### config.mk
export PLATFORM = sky130hd
export DESIGN_NAME = nxl_load_judge
export DESIGN_NICKNAME = d
export VERILOG_FILES = /design/src/rtl/nxl_pkg.sv /design/src/rtl/nxl_rst_sync.sv /design/src/rtl/nxl_addr_check.sv /design/src/rtl/nxl_ne_file.sv /design/src/rtl/nxl_rec_table.sv /design/src/rtl/nxl_load_judge.sv
export SDC_FILE = /design/constraint.sdc
export NUM_CORES = 1
export LEC_CHECK = 0
export BUFFER_PORTS_ARGS = -buffer_cell sky130_fd_sc_hd__buf_4
export CORE_MARGIN = 4
export CORE_UTILIZATION = 31
export DETAILED_ROUTE_END_ITERATION = 8
export HOLD_SLACK_MARGIN = 0.12
export SLEW_MARGIN = 10
export SYNTH_ARGS = -nofsm -noshare
export SYNTH_HDL_FRONTEND = slang
export SYNTH_SLANG_ARGS = --single-unit
export TNS_END_PERCENT = 5
### constraint.sdc
create_clock -name clk -period 14.8 [get_ports clk]
set_input_delay 0.74 -clock clk [delete_from_list [all_inputs] [get_ports clk]]
set_output_delay 0.74 -clock clk [all_outputs]
set_load 0.02 [all_outputs]
### src/rtl/nxl_pkg.sv
package nxl_pkg;

  localparam logic [2:0] SZ_BYTE = 3'd0;
  localparam logic [2:0] SZ_HALF = 3'd1;
  localparam logic [2:0] SZ_WORD = 3'd2;
  localparam logic [2:0] SZ_DBL  = 3'd3;
  localparam logic [2:0] SZ_QUAD = 3'd4;

  // Memory alignment fault from the four low address bits.
  function automatic logic addr_fault(input logic [3:0] lo, input logic [2:0] sz);
    logic f;
    case (sz)
      SZ_HALF: f = lo[0];
      SZ_WORD: f = |lo[1:0];
      SZ_DBL:  f = |lo[2:0];
      SZ_QUAD: f = |lo;
      default: f = 1'b0;
    endcase
    return f;
  endfunction

  // Destination register alignment fault from the two low index bits.
  function automatic logic regidx_fault(input logic [1:0] lo, input logic [2:0] sz);
    logic f;
    case (sz)
      SZ_DBL:  f = lo[0];
      SZ_QUAD: f = |lo;
      default: f = 1'b0;
    endcase
    return f;
  endfunction

endpackage

### src/rtl/nxl_rst_sync.sv
module nxl_rst_sync (
  input  logic clk,
  input  logic arst_n,
  output logic rst_q_n
);
  logic [1:0] sync_q;

  always_ff @(posedge clk or negedge arst_n) begin
    if (!arst_n) sync_q <= 2'b00;
    else         sync_q <= {sync_q[0], 1'b1};
  end

  assign rst_q_n = sync_q[1];
endmodule

### src/rtl/nxl_addr_check.sv
module nxl_addr_check
  import nxl_pkg::*;
#(
  parameter int XLEN   = 32,
  parameter int RIDX_W = 6
) (
  input  logic [XLEN-1:0]   base_val,
  input  logic [XLEN-1:0]   disp_val,
  input  logic [XLEN-1:0]   imm_val,
  input  logic              disp_use,
  input  logic [2:0]        size_code,
  input  logic [RIDX_W-1:0] tgt_idx,
  output logic [XLEN-1:0]   eff_addr,
  output logic              mem_err,
  output logic              reg_err
);
  logic [XLEN-1:0] offset;

  always_comb begin
    offset   = disp_use ? disp_val : imm_val;
    eff_addr = base_val + offset;
    mem_err  = addr_fault(eff_addr[3:0], size_code);
    reg_err  = regidx_fault(tgt_idx[1:0], size_code);
  end
endmodule

### src/rtl/nxl_ne_file.sv
module nxl_ne_file #(
  parameter int NREG   = 64,
  parameter int RIDX_W = $clog2(NREG)
) (
  input  logic              clk,
  input  logic              rst_n,
  input  logic              upd_en,
  input  logic              upd_fp,
  input  logic [RIDX_W-1:0] upd_idx,
  input  logic              upd_val,
  input  logic [RIDX_W-1:0] base_idx,
  input  logic [RIDX_W-1:0] disp_idx,
  input  logic              disp_use,
  output logic              src_poison,
  output logic [NREG-1:0]   int_ne,
  output logic [NREG-1:0]   fp_ne
);
  logic [NREG-1:0] int_q, int_d;
  logic [NREG-1:0] fp_q,  fp_d;
  logic [NREG-1:0] sel_vec;

  // Sources are looked up in the vector of the request's own register set.
  always_comb begin
    sel_vec    = upd_fp ? fp_q : int_q;
    src_poison = sel_vec[base_idx] | (disp_use & sel_vec[disp_idx]);
  end

  always_comb begin
    int_d = int_q;
    fp_d  = fp_q;
    if (upd_fp) fp_d[upd_idx]  = upd_val;
    else        int_d[upd_idx] = upd_val;
  end

  always_ff @(posedge clk or negedge rst_n) begin
    if (!rst_n) begin
      int_q <= '0;
      fp_q  <= '0;
    end else if (upd_en) begin
      int_q <= int_d;
      fp_q  <= fp_d;
    end
  end

  assign int_ne = int_q;
  assign fp_ne  = fp_q;
endmodule

### src/rtl/nxl_rec_table.sv
module nxl_rec_table #(
  parameter int NREC   = 8,
  parameter int RIDX_W = 6,
  parameter int XLEN   = 32,
  parameter int SLOT_W = $clog2(NREC),
  parameter int CNT_W  = $clog2(NREC + 1)
) (
  input  logic              clk,
  input  logic              rst_n,
  input  logic              active,
  input  logic [CNT_W-1:0]  lim_raw,
  input  logic [RIDX_W-1:0] wr_dst,
  input  logic [2:0]        wr_size,
  input  logic              wr_fp,
  input  logic              wr_merr,
  input  logic              wr_rerr,
  input  logic [XLEN-1:0]   wr_addr,
  input  logic [SLOT_W-1:0] rd_sel,
  output logic              alloc_ok,
  output logic              no_room,
  output logic [SLOT_W-1:0] alloc_slot,
  output logic              rd_valid,
  output logic              rd_addr_ok,
  output logic [RIDX_W-1:0] rd_dst,
  output logic [2:0]        rd_size,
  output logic [SLOT_W-1:0] rd_own,
  output logic              rd_fp,
  output logic              rd_mem_err,
  output logic              rd_reg_err,
  output logic [XLEN-1:0]   rd_addr
);
  localparam logic [CNT_W-1:0] LIM_MAX = CNT_W'(NREC);

  logic [NREC-1:0]   vld_arr, av_arr, fp_arr, me_arr, re_arr;
  logic [RIDX_W-1:0] dst_arr  [NREC];
  logic [2:0]        sz_arr   [NREC];
  logic [SLOT_W-1:0] own_arr  [NREC];
  logic [XLEN-1:0]   addr_arr [NREC];

  logic [CNT_W-1:0]  lim;
  logic              found;
  logic [SLOT_W-1:0] pick;

  assign lim = (lim_raw > LIM_MAX) ? LIM_MAX : lim_raw;

  // Lowest free record below the usable count wins.
  always_comb begin
    found = 1'b0;
    pick  = '0;
    for (int i = NREC - 1; i >= 0; i--) begin
      if (!vld_arr[i] && (CNT_W'(i) < lim)) begin
        found = 1'b1;
        pick  = SLOT_W'(i);
      end
    end
  end

  assign alloc_ok   = active & found;
  assign no_room    = active & ~found;
  assign alloc_slot = pick;

  for (genvar g = 0; g < NREC; g++) begin : g_slot
    logic              we;
    logic              vld_q, av_q, fp_q, me_q, re_q;
    logic [RIDX_W-1:0] dst_q;
    logic [2:0]        sz_q;
    logic [SLOT_W-1:0] own_q;
    logic [XLEN-1:0]   addr_q;

    assign we = alloc_ok && (pick == SLOT_W'(g));

    always_ff @(posedge clk or negedge rst_n) begin
      if (!rst_n) begin
        vld_q  <= 1'b0;
        av_q   <= 1'b0;
        fp_q   <= 1'b0;
        me_q   <= 1'b0;
        re_q   <= 1'b0;
        dst_q  <= '0;
        sz_q   <= '0;
        own_q  <= '0;
        addr_q <= '0;
      end else if (we) begin
        vld_q  <= 1'b1;
        av_q   <= 1'b1;
        fp_q   <= wr_fp;
        me_q   <= wr_merr;
        re_q   <= wr_rerr;
        dst_q  <= wr_dst;
        sz_q   <= wr_size;
        own_q  <= SLOT_W'(g);
        addr_q <= wr_addr;
      end
    end

    assign vld_arr[g]  = vld_q;
    assign av_arr[g]   = av_q;
    assign fp_arr[g]   = fp_q;
    assign me_arr[g]   = me_q;
    assign re_arr[g]   = re_q;
    assign dst_arr[g]  = dst_q;
    assign sz_arr[g]   = sz_q;
    assign own_arr[g]  = own_q;
    assign addr_arr[g] = addr_q;
  end

  always_comb begin
    rd_valid   = vld_arr[rd_sel];
    rd_addr_ok = av_arr[rd_sel];
    rd_fp      = fp_arr[rd_sel];
    rd_mem_err = me_arr[rd_sel];
    rd_reg_err = re_arr[rd_sel];
    rd_dst     = dst_arr[rd_sel];
    rd_size    = sz_arr[rd_sel];
    rd_own     = own_arr[rd_sel];
    rd_addr    = addr_arr[rd_sel];
  end
endmodule

### src/rtl/nxl_load_judge.sv
module nxl_load_judge #(
  parameter int  NREG   = 64,
  parameter int  XLEN   = 32,
  parameter int  NREC   = 8,
  localparam int RIDX_W = $clog2(NREG),
  localparam int SLOT_W = $clog2(NREC),
  localparam int CNT_W  = $clog2(NREC + 1)
) (
  input  logic              clk,
  input  logic              rst_n,
  input  logic              req_vld,
  input  logic              req_fp,
  input  logic [RIDX_W-1:0] base_idx,
  input  logic [RIDX_W-1:0] disp_idx,
  input  logic              disp_use,
  input  logic [RIDX_W-1:0] tgt_idx,
  input  logic [2:0]        size_code,
  input  logic [XLEN-1:0]   base_val,
  input  logic [XLEN-1:0]   disp_val,
  input  logic [XLEN-1:0]   imm_val,
  input  logic              ctl_valid,
  input  logic              ctl_en,
  input  logic [CNT_W-1:0]  ctl_count,
  input  logic [SLOT_W-1:0] rd_sel,
  output logic              res_vld,
  output logic              res_go,
  output logic              res_ovf,
  output logic              res_alloc,
  output logic [SLOT_W-1:0] res_slot,
  output logic [NREG-1:0]   int_ne,
  output logic [NREG-1:0]   fp_ne,
  output logic              rd_valid,
  output logic              rd_addr_ok,
  output logic [RIDX_W-1:0] rd_dst,
  output logic [2:0]        rd_size,
  output logic [SLOT_W-1:0] rd_own,
  output logic              rd_fp,
  output logic              rd_mem_err,
  output logic              rd_reg_err,
  output logic [XLEN-1:0]   rd_addr
);
  logic              rst_q_n;
  logic [XLEN-1:0]   eff_addr;
  logic              mem_err, reg_err, fault;
  logic              poison, tgt_flag, load_ok;
  logic              rec_on;
  logic              tbl_alloc, tbl_full;
  logic [SLOT_W-1:0] tbl_slot;

  logic              vld_d, go_d, ovf_d, alloc_d;
  logic [SLOT_W-1:0] slot_d;
  logic              vld_q, go_q, ovf_q, alloc_q;
  logic [SLOT_W-1:0] slot_q;

  nxl_rst_sync u_rst (
    .clk     (clk),
    .arst_n  (rst_n),
    .rst_q_n (rst_q_n)
  );

  nxl_addr_check #(.XLEN(XLEN), .RIDX_W(RIDX_W)) u_chk_addr (
    .base_val  (base_val),
    .disp_val  (disp_val),
    .imm_val   (imm_val),
    .disp_use  (disp_use),
    .size_code (size_code),
    .tgt_idx   (tgt_idx),
    .eff_addr  (eff_addr),
    .mem_err   (mem_err),
    .reg_err   (reg_err)
  );

  // A fault of its own flags the target; otherwise it inherits source poison.
  assign fault    = mem_err | reg_err;
  assign tgt_flag = fault | poison;
  assign load_ok  = fault | ~poison;
  assign rec_on   = ctl_valid & ctl_en;

  nxl_ne_file #(.NREG(NREG), .RIDX_W(RIDX_W)) u_ne (
    .clk        (clk),
    .rst_n      (rst_q_n),
    .upd_en     (req_vld),
    .upd_fp     (req_fp),
    .upd_idx    (tgt_idx),
    .upd_val    (tgt_flag),
    .base_idx   (base_idx),
    .disp_idx   (disp_idx),
    .disp_use   (disp_use),
    .src_poison (poison),
    .int_ne     (int_ne),
    .fp_ne      (fp_ne)
  );

  nxl_rec_table #(
    .NREC(NREC), .RIDX_W(RIDX_W), .XLEN(XLEN), .SLOT_W(SLOT_W), .CNT_W(CNT_W)
  ) u_tbl (
    .clk        (clk),
    .rst_n      (rst_q_n),
    .active     (req_vld & rec_on),
    .lim_raw    (ctl_count),
    .wr_dst     (tgt_idx),
    .wr_size    (size_code),
    .wr_fp      (req_fp),
    .wr_merr    (mem_err),
    .wr_rerr    (reg_err),
    .wr_addr    (eff_addr),
    .rd_sel     (rd_sel),
    .alloc_ok   (tbl_alloc),
    .no_room    (tbl_full),
    .alloc_slot (tbl_slot),
    .rd_valid   (rd_valid),
    .rd_addr_ok (rd_addr_ok),
    .rd_dst     (rd_dst),
    .rd_size    (rd_size),
    .rd_own     (rd_own),
    .rd_fp      (rd_fp),
    .rd_mem_err (rd_mem_err),
    .rd_reg_err (rd_reg_err),
    .rd_addr    (rd_addr)
  );

  always_comb begin
    vld_d   = req_vld;
    go_d    = 1'b0;
    ovf_d   = 1'b0;
    alloc_d = 1'b0;
    slot_d  = '0;
    if (req_vld) begin
      go_d    = load_ok;
      ovf_d   = tbl_full;
      alloc_d = tbl_alloc;
      slot_d  = tbl_alloc ? tbl_slot : '0;
    end
  end

  always_ff @(posedge clk or negedge rst_q_n) begin
    if (!rst_q_n) begin
      vld_q   <= 1'b0;
      go_q    <= 1'b0;
      ovf_q   <= 1'b0;
      alloc_q <= 1'b0;
      slot_q  <= '0;
    end else begin
      vld_q   <= vld_d;
      go_q    <= go_d;
      ovf_q   <= ovf_d;
      alloc_q <= alloc_d;
      slot_q  <= slot_d;
    end
  end

  assign res_vld   = vld_q;
  assign res_go    = go_q;
  assign res_ovf   = ovf_q;
  assign res_alloc = alloc_q;
  assign res_slot  = slot_q;
endmodule

After elaboration in Yosys (flattened, before gate mapping)
Index checks and enable logic that the tools add are counted.
- reductions and logical operators: 32
- $add $sub $neg: 1
- multiplexer cells: 54
- eq/ne operators: 11
- order comparisons: 15
- bitwise logic cells: 13
- operators by type and width (operator ; number):
    $bwmux 64 ; 2
    $bmux 32 s3 ; 1
    $mux 32 ; 3
    $mux 64 ; 1
    $mux 3 ; 14
    $add 32x32->32 ; 1
    $lt 6x7->1 const B ; 3
    $bmux 3 s3 ; 2
    $bmux 6 s3 ; 1
    $mux 1 ; 18
    $logic_and 1x1->1 ; 17
    $lt 3x4->1 const A ; 4
    $eq 3x3->1 const B ; 5
    $bmux 1 s3 ; 4
    $bmux 1 s6 ; 2
    $eq 3x2->1 const B ; 4
    $mux 6 ; 2
    $logic_not 1->1 ; 8
    $lt 1x4->1 const A ; 2
    $lt 2x4->1 const A ; 2
    $demux 1 s6 ; 1
    $eq 3x1->1 const B ; 2
    $ge 6x1->1 const B ; 1
    $and 1x1->1 ; 5
    14 further kinds ; 21
- register bits: 501
- input bits: 131
- word-level logic and storage cells: 194
- output and inout bits: 184

Logic depth before layout (Yosys ltp)
- word-level depth: 15
- mapped depth: 14

Cells and area by module
Synthesis repeated with hierarchy kept, for this count alone.
- cell total of the unflattened synthesis: 1939
- area, all modules: 26887.0 um^2
- modules (own cells, without submodules) (module ; area each (um^2) ; times used ; cells each ; seq. area each (um^2)):
    nxl_rec_table ; 16614.7 ; 1 ; 977 ; 9008.6
    nxl_ne_file ; 7801.2 ; 1 ; 658 ; 3203.1
    nxl_addr_check ; 2187.1 ; 1 ; 285 ; 0.0
    nxl_load_judge ; 230.2 ; 1 ; 16 ; 175.2
    nxl_rst_sync ; 53.8 ; 1 ; 3 ; 50.0

Worst setup path before layout
No wires, ideal clock.
- kind: input to register
- from: in disp_use
- to: reg u_tbl.g_slot[0].addr_q[16]
- arrival time: 4416 ps
- stages: 13
- setup time: 139 ps
- data required time: 14661 ps
- buffers on the path: 2
- path slack: 10246 ps
- cells stage by stage: clkbuf_1 > clkbuf_1 > mux2_2 > ha_1 > fa_1 > a21o_1 > a221oi_2 > a211oi_1 > or4b_2 > a31o_2 > a21oi_1 > xor2_1 > o21ai_0
- longest elaborated chain between the ends: 2
- ends and longest elaborated chain (what ; line ; source):
    from (decl) ; nxl_load_judge.sv:15 ; input logic disp_use,
    $mux 32 ; nxl_addr_check.sv:20 ; offset = disp_use ? disp_val : imm_val;
    $add 32x32->32 ; nxl_addr_check.sv:21 ; eff_addr = base_val + offset;
    to (signal assigned) ; nxl_rec_table.sv:92 ; addr_q <= wr_addr;
    to (decl) ; nxl_rec_table.sv:68 ; logic [XLEN-1:0] addr_q;
Every way passes these cells.
A chain may end at the register's enable or synchronous reset.

Worst setup path after layout
- from: in disp_use
- to: reg u_ne.fp_q[0], in the netlist u_ne.fp_ne[0]
- longest elaborated chain between the ends: 7
- elaborated cells between the ends (all ways): 11
- ends and longest elaborated chain (what ; line ; source):
    $mux 32 ; nxl_addr_check.sv:20 ;
    $add 32x32->32 ; nxl_addr_check.sv:21 ;
    $reduce_or 4->1 (tied with other cells) ; nxl_pkg.sv:16 ; SZ_QUAD: f = |lo;
    $pmux 1 s4 ; nxl_pkg.sv:12 ; case (sz)
    $or 1x1->1 ; nxl_load_judge.sv:74 ; assign fault = mem_err | reg_err;
    $or 1x1->1 (*) ; nxl_load_judge.sv:75 ; assign tgt_flag = fault | poison;
    $bwmux 64 (*) ; nxl_ne_file.sv:31 ; if (upd_fp) fp_d[upd_idx] = upd_val;
    to (signal assigned) ; nxl_ne_file.sv:41 ; fp_q <= fp_d;
    to (decl) ; nxl_ne_file.sv:19 ; logic [NREG-1:0] fp_q, fp_d;
Mark *: on every way between the ends. The rest lies on a longest branch, timed or not.

==> results.yml <==
grt:
  grt_overflow: 0
  grt_pass1_vias: 19377
  grt_max_degree: 170
  track_usage_pct: 17.1
  grt_pass1_wl_mm: 117
  antenna_found_initial: 1
clock_tree:
  hold_buffers: 1
  cts_buffers: 57
  cts_setup_buffers: 0
  clkTransAtPathRegs_ns: 0.06
  cts_tree: "yes"
  cts_buffer_depth: 3
  cts-resized-gates: 0
  clock-sinks: 497
  cts_root_buffer: "clkbuf_16"
  cts_htree_levels: 2
  clk_latency_ns: 0.62
setup_path:
  cpLargestDelayFamily: "buffers and inverters"
  crit_required_ns: 15.30
  cp_num_buf_inv: 3
  cp-end-kind: "flip-flop"
  worstPathCellList: "buf_4 > buf_4 > mux2_2 > ha_1 > a21oi_1 > xor2_1 > nand2_1 > o21ai_1 > nand3_4 > buf_4 > mux2_2"
  arrival_ns: 5.28
  crit_path_max_fanout: 65
  critical_path.max_stage_delay_ns: 0.70
  worstSetupStartpointType: "primary input"
  cp_slowest_cell: "nand3_4"
  critPathKind: "primary input to flip-flop"
  crit_top_cell: "buf_4"
placement:
  place_ws_ns: 9.43
  dp_cells: 3417
  port_buffers: 314
  hpwl_mm: 51.0
  place_area_um2: 28800
  gp_congestion: 0.918
cells_and_area:
  drive_gt1_share_pct: 36.4
  final_area_um2: 30800
  num-nets-final: 2581
  syn2layout_area_growth_pct: 20.6
  fin_cells: 3523
timing:
  finalCriticalPeriod_ns: 4.78
  rsz0062_at_grt: "no"
  min_period_over_period_pct: 32.3
  fin_tns_setup_ns: 0
  tightest_slew_ns: 1.18
  maxSlewViolCount: 0
  skew_ns: 0.0384
  max_slew_margin_pct: 21.1
  clock.fmax_mhz: 209
  hold_violations: 0
  layout_setup_ws_ns: 10.02
  setup_viol: 0
logic_synthesis:
  synth_fp_nets: 2339
  ys_ff_latch: 497
  avgSynthCellArea_um2: 11.7
  synth-seq-area-share_pct: 48.8
  yosysWarnings: 0
  async_reset_ff_share_pct: 100
  syn_area_um2: 25500
  synth.distinct_cells: 63
  synth_edf_count: 0
  ys.flop_type: "dfrtp_1"
  synth_cells: 2176
floorplanning:
  start_util_pct: 31.5
  io_pins: 315
  rows: 104
  dieArea_um2: 86900
  die_h_um: 295
  core-area_um2: 81100
  die_w_um: 295
route:
  drt_iter0_markers: 1443
  drc: 0
  routedWlPerCell_um: 21.5
  totalWireLength_mm: 75.8
  vias: 18660
  drt_first_pass_iters: 5
  ant_nets: 0
  viasPerCell: 5.30
outcome:
  status: "completed"
power_and_ir_drop:
  p_leak_uw: 0.0140
  ir_worst_vdd_v: 0.0000998
  p_per_area_nw_per_um2: 160
job:
  drv_cap: 0
hold_path:
  holdCritPathClass: "flip-flop to async pin"
-- worst reg2reg max path, delay by kind of cell, from the launching register on --
kind                   cells  cell delay (ns)
buffers and inverters      1             0.56
AOI/OAI and AO/OA          2             0.51
muxes                      3             1.22
DFF                        1             0.42
and+or+nand+nor            3             1.12
-- final cells by class --
cell class	instances	area, um2
clock buffers	80	1630
inverters	14	52.6
clock inverters	23	288
repair buffers	340	2590
multi-input cells	1508	12400
well taps	1060	1330
diodes	1	2.50
flip-flops and latches	497	12400
fillers	7740	50300
-- power by group --
part           switching [uW]  internal (uW)  leakage, uW
clock network             583            842     0.000938
registers                 274           1810      0.00657
logic                     722            685      0.00648
-- per-stage QoR --
stage	total power (uW)	hold WS [ns]	utilization (%)
after floorplan	2980	0.331	-
after global placement	3430	0.260	35.5
after detailed placement	3530	0.262	35.5
after CTS	4980	0.266	37.9
after global routing	5210	0.289	37.9
final	4920	0.245	37.9
-- state kept, by name (all words and copies together) (netlist names), 2 cells and up --
| signal | cells |
|---|---|
| u_ne.int_ne | 64 |
| u_tbl.g_slot.sz_q | 24 |
| u_tbl.g_slot.fp_q | 8 |
| u_rst.sync_q | 2 |
| res_slot | 3 |
| u_tbl.g_slot.vld_q | 2 |
| u_tbl.g_slot.addr_q | 256 |
| u_tbl.g_slot.me_q | 8 |
| u_tbl.g_slot.own_q | 4 |
| u_tbl.g_slot.dst_q | 48 |
| u_tbl.g_slot.av_q | 2 |
| u_ne.fp_ne | 64 |
| u_tbl.g_slot.re_q | 8 |
-- cells in the final DEF (no fill, tap or decap), drive strengths merged, types with 12 or more instances in the layout --
master and count:
nor2 109, clkinv 12, mux2 293, a21oi 37
a22oi 13, mux2i 28, dfrtp 497, o21ai 289
nand3 18, ha 31, xor2 15, nand2 354
inv 17, clkbuf 80, mux4 154, buf 339
xnor2 14
-- cell usage after synthesis (7+ instances only) --
| cell | instances | share of area [%] |
|---|---|---|
| a21o_1 | 8 | 0.24 |
| a21oi_1 | 37 | 0.73 |
| a22oi_1 | 13 | 0.38 |
| a31oi_1 | 9 | 0.22 |
| and3_1 | 8 | 0.20 |
| buf_1 | 31 | 0.46 |
| buf_2 | 17 | 0.33 |
| clkbuf_1 | 104 | 1.5 |
| dfrtp_1 | 497 | 49 |
| ha_1 | 31 | 1.5 |
| inv_1 | 14 | 0.21 |
| mux2_2 | 293 | 13 |
| mux2i_1 | 28 | 1.1 |
| mux4_2 | 154 | 14 |
| nand2_1 | 354 | 5.2 |
| nand2b_1 | 11 | 0.27 |
| nand3_1 | 18 | 0.35 |
| nand4_1 | 8 | 0.20 |
| nor2_1 | 109 | 1.6 |
| nor2b_1 | 10 | 0.25 |
| nor3_1 | 7 | 0.14 |
| o21ai_0 | 286 | 5.6 |
| o21bai_1 | 8 | 0.24 |
| xnor2_1 | 14 | 0.48 |
| xor2_1 | 15 | 0.52 |
-- final timing paths --
check                                            start                                    end  slack [ns]  cells after the start
setup reg to reg           u_ne.int_ne[25]$_DFFE_PN0P_              u_ne.fp_ne[0]$_DFFE_PN0P_       10.89                      9
setup / recovery                              disp_use              u_ne.fp_ne[0]$_DFFE_PN0P_       10.02                     11
min in group clk             u_rst.sync_q[0]$_DFF_PN0_              u_rst.sync_q[1]$_DFF_PN0_        0.35                      0
max in group asynchronous    u_rst.sync_q[1]$_DFF_PN0_  u_tbl.g_slot[3].addr_q[8]$_DFFE_PN0P_       11.73                      4
hold reg to reg              u_rst.sync_q[1]$_DFF_PN0_            u_ne.int_ne[49]$_DFFE_PN0P_        0.24                      0
hold / removal               u_rst.sync_q[1]$_DFF_PN0_            u_ne.int_ne[49]$_DFFE_PN0P_        0.24                      0
-- metal layers --
metal  wire length (um)  vias up  track usage, %
met5                  0        -               0
met4               1790        0            4.38
met3               5720      124            4.20
met2              37000      697            29.0
met1              31300     9480            22.1
li1                   -     8359               -
-- cells by family after synthesis --
| family | after synthesis | synth area share (%) |
|---|---|---|
| and+or+nand+nor | 564 | 9.35 |
| adders and majority gates | 32 | 1.60 |
| muxes | 475 | 27.6 |
| xor gates and xnor gates | 29 | 0.996 |
| buffers and inverters | 171 | 2.72 |
| AOI/OAI and AO/OA | 407 | 8.94 |
| other | 1 | 0.0147 |
| DFF | 497 | 48.8 |
Note: power is estimated with default switching activity, not from simulation.
